==> config.mk <==
export PLATFORM = sky130hd
export DESIGN_NAME = lin_wake_detect
export DESIGN_NICKNAME = d
export VERILOG_FILES = /design/src/rtl/lwd_pkg.sv /design/src/rtl/lwd_sync.sv /design/src/rtl/lwd_width_qual.sv /design/src/rtl/lwd_edge_fire.sv /design/src/rtl/lin_wake_detect.sv
export SDC_FILE = /design/constraint.sdc
export NUM_CORES = 1
export LEC_CHECK = 0
export BUFFER_PORTS_ARGS = -buffer_cell sky130_fd_sc_hd__buf_4
export CAP_MARGIN = 20
export CORE_AREA = 4 4 41 43
export DETAILED_ROUTE_END_ITERATION = 16
export DIE_AREA = 0 0 45 47
export GPL_ROUTABILITY_DRIVEN = 0
export GPL_TIMING_DRIVEN = 0
export PLACE_DENSITY = 0.55
export REMOVE_ABC_BUFFERS = 1
export SETUP_SLACK_MARGIN = 0.3
export SYNTH_ARGS = -nofsm -noshare
export SYNTH_HDL_FRONTEND = slang
export SYNTH_HIERARCHICAL = 1
export SYNTH_SLANG_ARGS = --single-unit
==> constraint.sdc <==
create_clock -name clk -period 1.3 [get_ports clk]
set_clock_uncertainty 0.1 [all_clocks]
set_input_delay 0.26 -clock clk [delete_from_list [all_inputs] [get_ports clk]]
set_output_delay 0.26 -clock clk [all_outputs]
set_load 0.005 [all_outputs]
==> src/rtl/lwd_pkg.sv <==
package lwd_pkg;
   // Width needed to hold values 0..max_val
   function automatic int cnt_bits(input int max_val);
      return (max_val < 1) ? 1 : $clog2(max_val + 1);
   endfunction

   localparam logic LVL_RECESSIVE = 1'b1;
endpackage

==> src/rtl/lwd_sync.sv <==
module lwd_sync #(
   parameter int   STAGES  = 2,
   parameter logic INIT    = 1'b1
) (
   input  logic clk,
   input  logic rst_n,
   input  logic clr,
   input  logic d,
   output logic q
);
   logic [STAGES-1:0] chain;

   generate
      for (genvar i = 0; i < STAGES; i++) begin : g_stage
         if (i == 0) begin : g_first
            always_ff @(posedge clk or negedge rst_n) begin
               if (!rst_n)   chain[0] <= INIT;
               else if (clr) chain[0] <= INIT;
               else          chain[0] <= d;
            end
         end else begin : g_next
            always_ff @(posedge clk or negedge rst_n) begin
               if (!rst_n)   chain[i] <= INIT;
               else if (clr) chain[i] <= INIT;
               else          chain[i] <= chain[i-1];
            end
         end
      end
   endgenerate

   assign q = chain[STAGES-1];
endmodule

==> src/rtl/lwd_width_qual.sv <==
module lwd_width_qual #(
   parameter int MIN_TICKS = 8,
   parameter int CNT_W     = 4
) (
   input  logic             clk,
   input  logic             rst_n,
   input  logic             clr,
   input  logic             lvl,
   input  logic             tick,
   output logic [CNT_W-1:0] cnt,
   output logic             qualified
);
   localparam logic [CNT_W-1:0] LIMIT = CNT_W'(MIN_TICKS);

   always_ff @(posedge clk or negedge rst_n) begin
      if (!rst_n)                  cnt <= '0;
      else if (clr)                cnt <= '0;
      else if (lvl == lwd_pkg::LVL_RECESSIVE) cnt <= '0;
      else if (tick && cnt != LIMIT) cnt <= cnt + 1'b1;
   end

   assign qualified = (cnt == LIMIT);
endmodule

==> src/rtl/lwd_edge_fire.sv <==
module lwd_edge_fire (
   input  logic clk,
   input  logic rst_n,
   input  logic clr,
   input  logic lvl,
   input  logic qualified,
   output logic wake
);
   logic prev_lvl;
   logic rise;

   assign rise = lvl & ~prev_lvl;

   always_ff @(posedge clk or negedge rst_n) begin
      if (!rst_n) begin
         prev_lvl <= lwd_pkg::LVL_RECESSIVE;
         wake     <= 1'b0;
      end else if (clr) begin
         prev_lvl <= lwd_pkg::LVL_RECESSIVE;
         wake     <= 1'b0;
      end else begin
         prev_lvl <= lvl;
         wake     <= rise & qualified;
      end
   end
endmodule

==> src/rtl/lin_wake_detect.sv <==
module lin_wake_detect #(
   parameter int SYNC_STAGES = 2,
   parameter int MIN_TICKS   = 8,
   localparam int CNT_W      = lwd_pkg::cnt_bits(MIN_TICKS)
) (
   input  logic clk,
   input  logic rst_n,
   input  logic enable,
   input  logic tick,
   input  logic bus_cmp_i,
   output logic wake_o
);
   generate
      if (SYNC_STAGES < 2) begin : g_bad_sync
         initial $error("SYNC_STAGES must be at least 2");
      end
      if (MIN_TICKS < 1) begin : g_bad_min
         initial $error("MIN_TICKS must be at least 1");
      end
   endgenerate

   logic             clr;
   logic             bus_lvl;
   logic [CNT_W-1:0] dom_cnt;
   logic             dom_ok;

   assign clr = ~enable;

   lwd_sync #(.STAGES(SYNC_STAGES), .INIT(lwd_pkg::LVL_RECESSIVE)) u_sync (
      .clk(clk), .rst_n(rst_n), .clr(clr), .d(bus_cmp_i), .q(bus_lvl)
   );

   lwd_width_qual #(.MIN_TICKS(MIN_TICKS), .CNT_W(CNT_W)) u_qual (
      .clk(clk), .rst_n(rst_n), .clr(clr), .lvl(bus_lvl), .tick(tick),
      .cnt(dom_cnt), .qualified(dom_ok)
   );

   lwd_edge_fire u_fire (
      .clk(clk), .rst_n(rst_n), .clr(clr), .lvl(bus_lvl),
      .qualified(dom_ok), .wake(wake_o)
   );
endmodule

# ---- Yosys cells after proc, flatten, opt, wreduce, memory -nomap -nowiden
# Index checks and enable logic that the tools add are counted.
dict set report op_classes {
  add_sub_neg 1
  n_eq_ne 3
  mux 7
  bitwise_logic 3
  n_reduce_logical 1
}
# cell n
set ops {}
lappend ops {{$mux 4} 3}
lappend ops {{$add 4x1->4 const B} 1}
lappend ops {{$eq 4x4->1 const B} 1}
lappend ops {{$mux 1} 4}
lappend ops {{$ne 4x4->1 const B} 1}
lappend ops {{$ne 3x1->1 const B} 1}
lappend ops {{$and 1x1->1} 2}
lappend ops {{$logic_and 1x1->1} 1}
lappend ops {{$not 1->1} 1}
dict set report totals {
  reg_bits 8
  in_bits 5
  out_inout_bits 1
}

# ---- Logic depth before layout (Yosys ltp)
# Gate-level depths: netlist (run 1).
dict set report logic_depth {
  ltp_word 5
  depth_mapped 5
  ltp_nobuf 5
}

# ---- By module
# The synthesis (run 1) kept the hierarchy.
# mod instances cells_per_inst area_per_inst_um2
set modules_own_cells {}
lappend modules_own_cells {lwd_width_qual 1 24 227.7}
lappend modules_own_cells {lwd_edge_fire 1 4 70.1}
lappend modules_own_cells {lwd_sync 1 4 65.1}
lappend modules_own_cells {lin_wake_detect 1 1 3.8}

# ---- Worst setup path after synthesis (run 1)
# No wires, ideal clock.
dict set report synth_path {
  kind {flip-flop to flip-flop}
  start {register u_qual.cnt[0]}
  end {register u_qual.cnt[2]}
  setup_time_ps 78
  arrival_ps 1209
  slack_ps -87
  path_stages_with_launch 6
  n_path_buf 0
  path_cell_list {dfrtp_1 inv_1 ha_1 and3b_1 or3_1 a21boi_1}
}
dict set report synth_between {
  elab_chain_len 4
  elab_cells_between_ends 7
  classes_between {add/sub (1); eq/ne (2); mux (3); reduce/logical (1)}
}
# item line
set synth_rtl {}
lappend synth_rtl {{from (decl)} lwd_width_qual.sv:10} ;# output logic [CNT_W-1:0] cnt,
lappend synth_rtl {{from (signal assigned)} lwd_width_qual.sv:19} ;# else if (tick && cnt != LIMIT) cnt <= cnt + 1'b1;
lappend synth_rtl {{$add 4x1->4} lwd_width_qual.sv:19}
lappend synth_rtl {{$mux 4} lwd_width_qual.sv:19}
lappend synth_rtl {{$mux 4} lwd_width_qual.sv:18} ;# else if (lvl == lwd_pkg::LVL_RECESSIVE) cnt <= '0;
lappend synth_rtl {{$mux 4} lwd_width_qual.sv:17} ;# else if (clr) cnt <= '0;
# Parallel ways exist; a longest one is shown, timed or not. The select of a mux whose other input is x is not followed.
# A chain may end at the register's enable or synchronous reset.

# ---- Worst setup path after layout (run 1)
dict set report layout_path {
  start {register u_qual.cnt[1]}
  end {register u_qual.cnt[2]}
}
# The elaborated chain is that of the path after synthesis.

==> results of run 1 <==
==> logic make-up after synthesis <==
family                   share of synthesized area [%]
flip-flops                                       55.63
multiplexers                                     5.461
buffers and inverters                            3.071
XOR/XNOR                                         2.390
AND/OR/NAND/NOR                                  24.57
adder cells (fa/ha/maj)                          6.825
AO/OA/AOI/OAI                                    2.049
==> metrics by stage <==
stage / total power (W) / instances / hold slack (ns) / area [um^2]
2_1_floorplan: 0.0002715 / 33 / -0.1356 / 366.6
3_3_place_gp: 0.0002869 / 53 / -0.01967 / 422.9
3_5_place_dp: 0.0002881 / 53 / -0.01646 / 422.9
4_1_cts: 0.0005043 / 62 / 0.08857 / 513.0
5_1_grt: 0.0005250 / 62 / 0.08744 / 513.0
6_report: 0.0004940 / 62 / 0.09299 / 513.0
==> timing repair <==
action / 4_1_cts / 5_1_grt
endpoints found under the hold margin: 8 / 0
pin swaps: 5 / 1
gates resized for setup: 6 / 0
setup endpoints to repair: 6 / 6
setup buffers: 4 / 0
hold buffers: 1 / 0
==> flip-flops by register name, summed over array words and instances, names as in the netlist <==
signal and flops:
u_fire/prev_lvl 1, u_fire/wake 1, u_qual/cnt 4, u_sync/chain 1
u_sync/q 1
==> report_power, final <==
group | total (W) | internal [W] | switching (W) | leakage, nW
logic | 0.0000325 | 0.0000176 | 0.0000149 | 0.120
registers | 0.000258 | 0.000256 | 0.00000177 | 0.101
clock network | 0.000204 | 0.000118 | 0.0000860 | 0.0150
==> layout make-up <==
type,count,area (um^2)
Clock buffer,4,26.28
Inverter,3,11.26
Sequential cell,8,203.9
Tap cell,15,18.77
Fill cell,138,788.3
Timing Repair Buffer,10,81.33
Multi-Input combinational cell,22,171.4
==> layer usage <==
metal	global-route usage [%]	up-vias	routed length, um	part of all wire, %
met2	13.28	5	354	53
met3	3.448	0	38	5.7
li1	-	139	-	-
met4	5.263	0	0	0
met5	0	-	0	0
met1	7.925	140	276	41
==> worst reg2reg max path, cell delays in order, from the launching register on <==
cell	delay (ns)
dfrtp_1	0.36
inv_2	0.06
ha_4	0.15
and3b_1	0.18
or3_1	0.31
a21boi_1	0.12
==> worst paths after layout <==
kind,startpoint,endpoint,slack (ns),depth (start not counted)
min reg2reg,u_sync/chain[0],u_sync/q,0.46,1
max,u_qual/cnt[1],u_qual/cnt[2],-0.05,5
min,bus_cmp_i,u_sync/chain[0],0.09,2
max reg2reg,u_qual/cnt[1],u_qual/cnt[2],-0.05,5
max in group asynchronous,rst_n,u_sync/q,0.63,2
min in group asynchronous,rst_n,u_qual/cnt[2],0.26,2
==> placed cells by master, fill, tap and decap left out, types with 2 or more instances in the layout <==
| cell type | n |
|---|---|
| clkbuf_4 | 3 |
| or2_1 | 3 |
| dfrtp_1 | 5 |
| buf_4 | 8 |
| dfstp_2 | 3 |
| nand2_1 | 6 |
| inv_2 | 2 |
| mux2i_1 | 2 |
==> flow_summary.yaml, run 1 <==
status:
  status: "complete, but fails checks"
  violations: "setup timing"
cts:
  root_buffer: "clkbuf_4"
  cts_max_level: 1
  cts_tree: "done"
  clock_latency_ns: 0.25
  clk_pin_slew_ns: 0.06
  cts_made_buffers: 3
  cts_buffer_depth: 2
  cts_sinks: 8
worst_setup_path:
  required_ns: 1.38
  max_stage_delay_ns: 0.36
  critical-path-top-delay-family: "simple AND/OR/NAND/NOR gates"
  cp_max_fo: 3
  path_buf_inv: 1
  worstSetupPathType: "reg2reg"
  critPathCaptureType: "flip-flop"
  worstPathCellList: "inv_2 -> ha_4 -> and3b_1 -> or3_1 -> a21boi_1"
  crit_arrival_ns: 1.43
  startpoint_type: "flip-flop"
  slowest_stage: "dfrtp_1"
timing:
  layout_setup_ws_ns: -0.05013
  finalCritPeriodShare_pct: 103.9
  hold_viol: 0
  slew_violations: 0
  tightest_slew_ns: 0.3218
  setup_violations: 2
  max_freq_mhz: 740.7
  slew_headroom_pct: 78.47
  tns_ns: -0.07682
  period_needed_ns: 1.350
  rsz0062_at_grt: "yes"
detailed_routing:
  drtIter0Drc: 3
  routedWlPerCell_um: 10.79
  dr.pass1.iters: 2
  routed_wl_um: 669
  postRouteAntennaNets: 0
  vias_per_cell: 4.581
  vias: 284
  drc: 0
synthesis:
  async_flop_share_pct: 100.0
  synth_cell_types: 16
  synth_top_area_cell: "dfrtp_1"
  avgSynthCellArea_um2: 11.11
  synthFlopType: "dfrtp_1"
  synth_edf_count: 0
  netlist_area_um2: 366.6
  yosysSeqAreaShare_pct: 55.63
  synth_top_area_share_pct: 34.13
  ys_top_cells_by_count: "nand2_1, dfrtp_1, dfstp_2, inv_1, or2_1"
  synth_area_leaders: "dfrtp_1, dfstp_2, ha_1"
  synth.yosys.warnings: 6
  netlist_instances: 33
  yosys_register_bits: 8
  post-synth-top-count-cell: "nand2_1"
global_routing:
  antenna_found_initial: 0
  grtUsageTotal_pct: 7.888
  grt-ovfl-total: 0
  grt_max_degree: 9
  first_global_vias: 290
  grt_pass1_wl_um: 1117
floorplan:
  die_y_um: 47
  std_cell_rows: 13
  start_util_pct: 28.17
  fp.dieW_um: 45
  die_area_um2: 2115
  ioPinCount: 6
  coreArea_um2: 1301
final_layout:
  antenna_cells: 0
  final_core_util_pct: 39.42
  area_growth_pct: 39.93
  layout.nets: 55
  final_layout_size_suffix_gt1_share_pct: 40.43
job:
  max_cap_viol_count: 0
power_and_ir_drop:
  irDropWorstVdd_mv: 0.4230
  p_per_area_nw_per_um2: 963.0
  p_leak_nw: 0.2361
min_path:
  hold_class: "in2reg"
placement:
  place_ws_ns: -0.1832
  dp_hpwl_um: 444.3
  io_buffers: 5
(Power assumes the default switching activity.)
==> run 2: changes to the inputs <==
--- a/config.mk
+++ b/config.mk
@@ -12,7 +12,7 @@
 export DIE_AREA = 0 0 45 47
 export GPL_ROUTABILITY_DRIVEN = 0
 export GPL_TIMING_DRIVEN = 0
-export PLACE_DENSITY = 0.55
+export PLACE_DENSITY_LB_ADDON = 0.15
 export REMOVE_ABC_BUFFERS = 1
 export SETUP_SLACK_MARGIN = 0.3
 export SYNTH_ARGS = -nofsm -noshare
==> run 2 against run 1 <==
The flow still finishes with violations (setup timing). Final cell count did not move. Highest routed layer unchanged. Count of clock-buffer cells in the layout did not move. Non-clock buffer count did not move. Sequential share of layout area rose by 0.59 points. Core utilization fell by 0.58 points.
==> flow_summary.yaml, run 2 (synthesis results as in run 1) <==
floorplan:
  die_y_um: 47
  die_area_um2: 2115
  ioPinCount: 6
  fp.dieW_um: 45
  start_util_pct: 28.17
  coreArea_um2: 1301
  std_cell_rows: 13
global_routing:
  grt-ovfl-total: 0
  antenna_found_initial: 0
  first_global_vias: 240
  gr-max-usage-layer: "met2"
  met3_usage_pct: 3.448
  grt.met1_usage_pct: 9.767
  grtUsageTotal_pct: 7.882
  grt_pass1_wl_um: 1104
  grt_max_degree: 9
  grt_util_met2_pct: 10.17
status:
  status: "complete, but fails checks"
  violations: "setup timing"
timing:
  tns_ns: -0.1192
  finalCritPeriodShare_pct: 103.7
  setup_violations: 3
  slew_headroom_pct: 77.96
  layout_setup_ws_ns: -0.04834
  period_needed_ns: 1.348
  max_freq_mhz: 741.7
  tightest_slew_ns: 0.3293
  rsz0062_at_grt: "yes"
  hold_viol: 0
  slew_violations: 0
final_layout:
  antenna_cells: 0
  finalInstanceArea_um2: 505.5
  largest-register: "u_qual/cnt"
  final_layout_size_suffix_gt1_share_pct: 38.30
  area_growth_pct: 37.88
  largest_reg_flops: 4
  final_core_util_pct: 38.85
  layout_commonest_cell: "buf_4"
  fillerInstances: 145
  layout_common_cells: "buf_4, nand2_1, dfrtp_1"
  layout.nets: 55
detailed_routing:
  routedWlPerCell_um: 10.47
  drc: 0
  postRouteAntennaNets: 0
  drtIter0Drc: 2
  vias: 263
  dr.pass1.iters: 2
  vias_per_cell: 4.242
  routed_wl_um: 649
min_path:
  holdPathEnd: "u_sync/chain[0]"
  min_from: "bus_cmp_i"
  hold_class: "in2reg"
  holdPathStages: 2
placement:
  dp_hpwl_um: 448
  io_buffers: 5
  placed_area_um2: 422.9
worst_setup_path:
  rr_endpoint: "u_qual/cnt[2]"
  reg2reg_depth: 5
  critPathCaptureType: "flip-flop"
  rrSetupSlack_ns: -0.05
  r2r_start: "u_qual/cnt[1]"
  cp_max_fo: 3
  worstSetupPathType: "reg2reg"
  startpoint_type: "flip-flop"
  crit_arrival_ns: 1.44
  required_ns: 1.39
cts:
  clock_latency_ns: 0.26
  clk_pin_slew_ns: 0.06
  cts_sinks: 8
  cts_made_buffers: 3
  cts_buffer_depth: 2
  cts_tree: "done"
  root_buffer: "clkbuf_4"
  cts_max_level: 1
power_and_ir_drop:
  p_leak_nw: 0.2332
  irDropWorstVdd_mv: 0.3153
  p_per_area_nw_per_um2: 979.6
job:
  max_cap_viol_count: 0
run 2: cell counts in the layout (fill, tap and decap cells not counted):
No cell type changed its count.
run 2: how the worst max path moves through the flow:
stage / slack (ns) / end / start / cells past startpoint
3_3_place_gp: -0.15 / u_qual/cnt[2] / u_qual/cnt[0] / 5
5_1_grt: -0.15 / u_qual/cnt[2] / u_qual/cnt[1] / 5
3_5_place_dp: -0.18 / u_qual/cnt[2] / u_qual/cnt[0] / 5
6_report: -0.05 / u_qual/cnt[2] / u_qual/cnt[1] / 5
4_1_cts: -0.06 / u_qual/cnt[2] / u_qual/cnt[0] / 5
2_1_floorplan: -0.09 / u_qual/cnt[2] / u_qual/cnt[0] / 5
run 2: layout make-up:
type | count | area, um^2 | area share, %
Sequential cell | 8 | 203.9 | 40.35
Multi-Input combinational cell | 22 | 163.9 | 32.43
Tap cell | 15 | 18.77 | 3.713
Timing Repair Buffer | 10 | 81.33 | 16.09
Clock buffer | 4 | 26.28 | 5.198
Inverter | 3 | 11.26 | 2.228
run 2: critical path, cell delays in order, from the launching register on:
cell and delay (ns):
dfrtp_1 0.37, inv_2 0.05, ha_4 0.15, and3b_1 0.17, or3_1 0.31, a21boi_1 0.12
run 2: stage by stage:
step | setup slack [ns] | hold WS, ns | total power, W | cells
3_5_place_dp | -0.1841 | -0.01525 | 0.0002887 | 53
3_3_place_gp | -0.1488 | -0.01954 | 0.0002872 | 53
5_1_grt | -0.1463 | 0.08802 | 0.0005286 | 62
6_report | -0.04834 | 0.09705 | 0.0004952 | 62
2_1_floorplan | -0.08659 | -0.1356 | 0.0002715 | 33
4_1_cts | -0.06187 | 0.08580 | 0.0005081 | 62
run 2: per-layer routing:
layer  share of wire, %  wire length (um)
met1                 50               326
met2                 44               285
met3                5.5                36
met4                  0                 0
met5                  0                 0
run 2: where the power goes:
group	internal [W]	leakage, nW	total [W]	switching, W
Combinational	0.0000166	0.117	0.0000311	0.0000146
Clock	0.000118	0.0150	0.000206	0.0000884
Sequential	0.000256	0.101	0.000258	0.00000183
Total	0.000390	0.233	0.000495	0.000105
run 2: repair_timing:
action | CTS | global route
gates resized for setup | 3 | 2
buffers inserted | 4 | 0
hold buffers | 1 | 0
pin swaps | 5 | 2
hold endpoints to repair | 8 | 0
setup endpoints to repair | 5 | 6
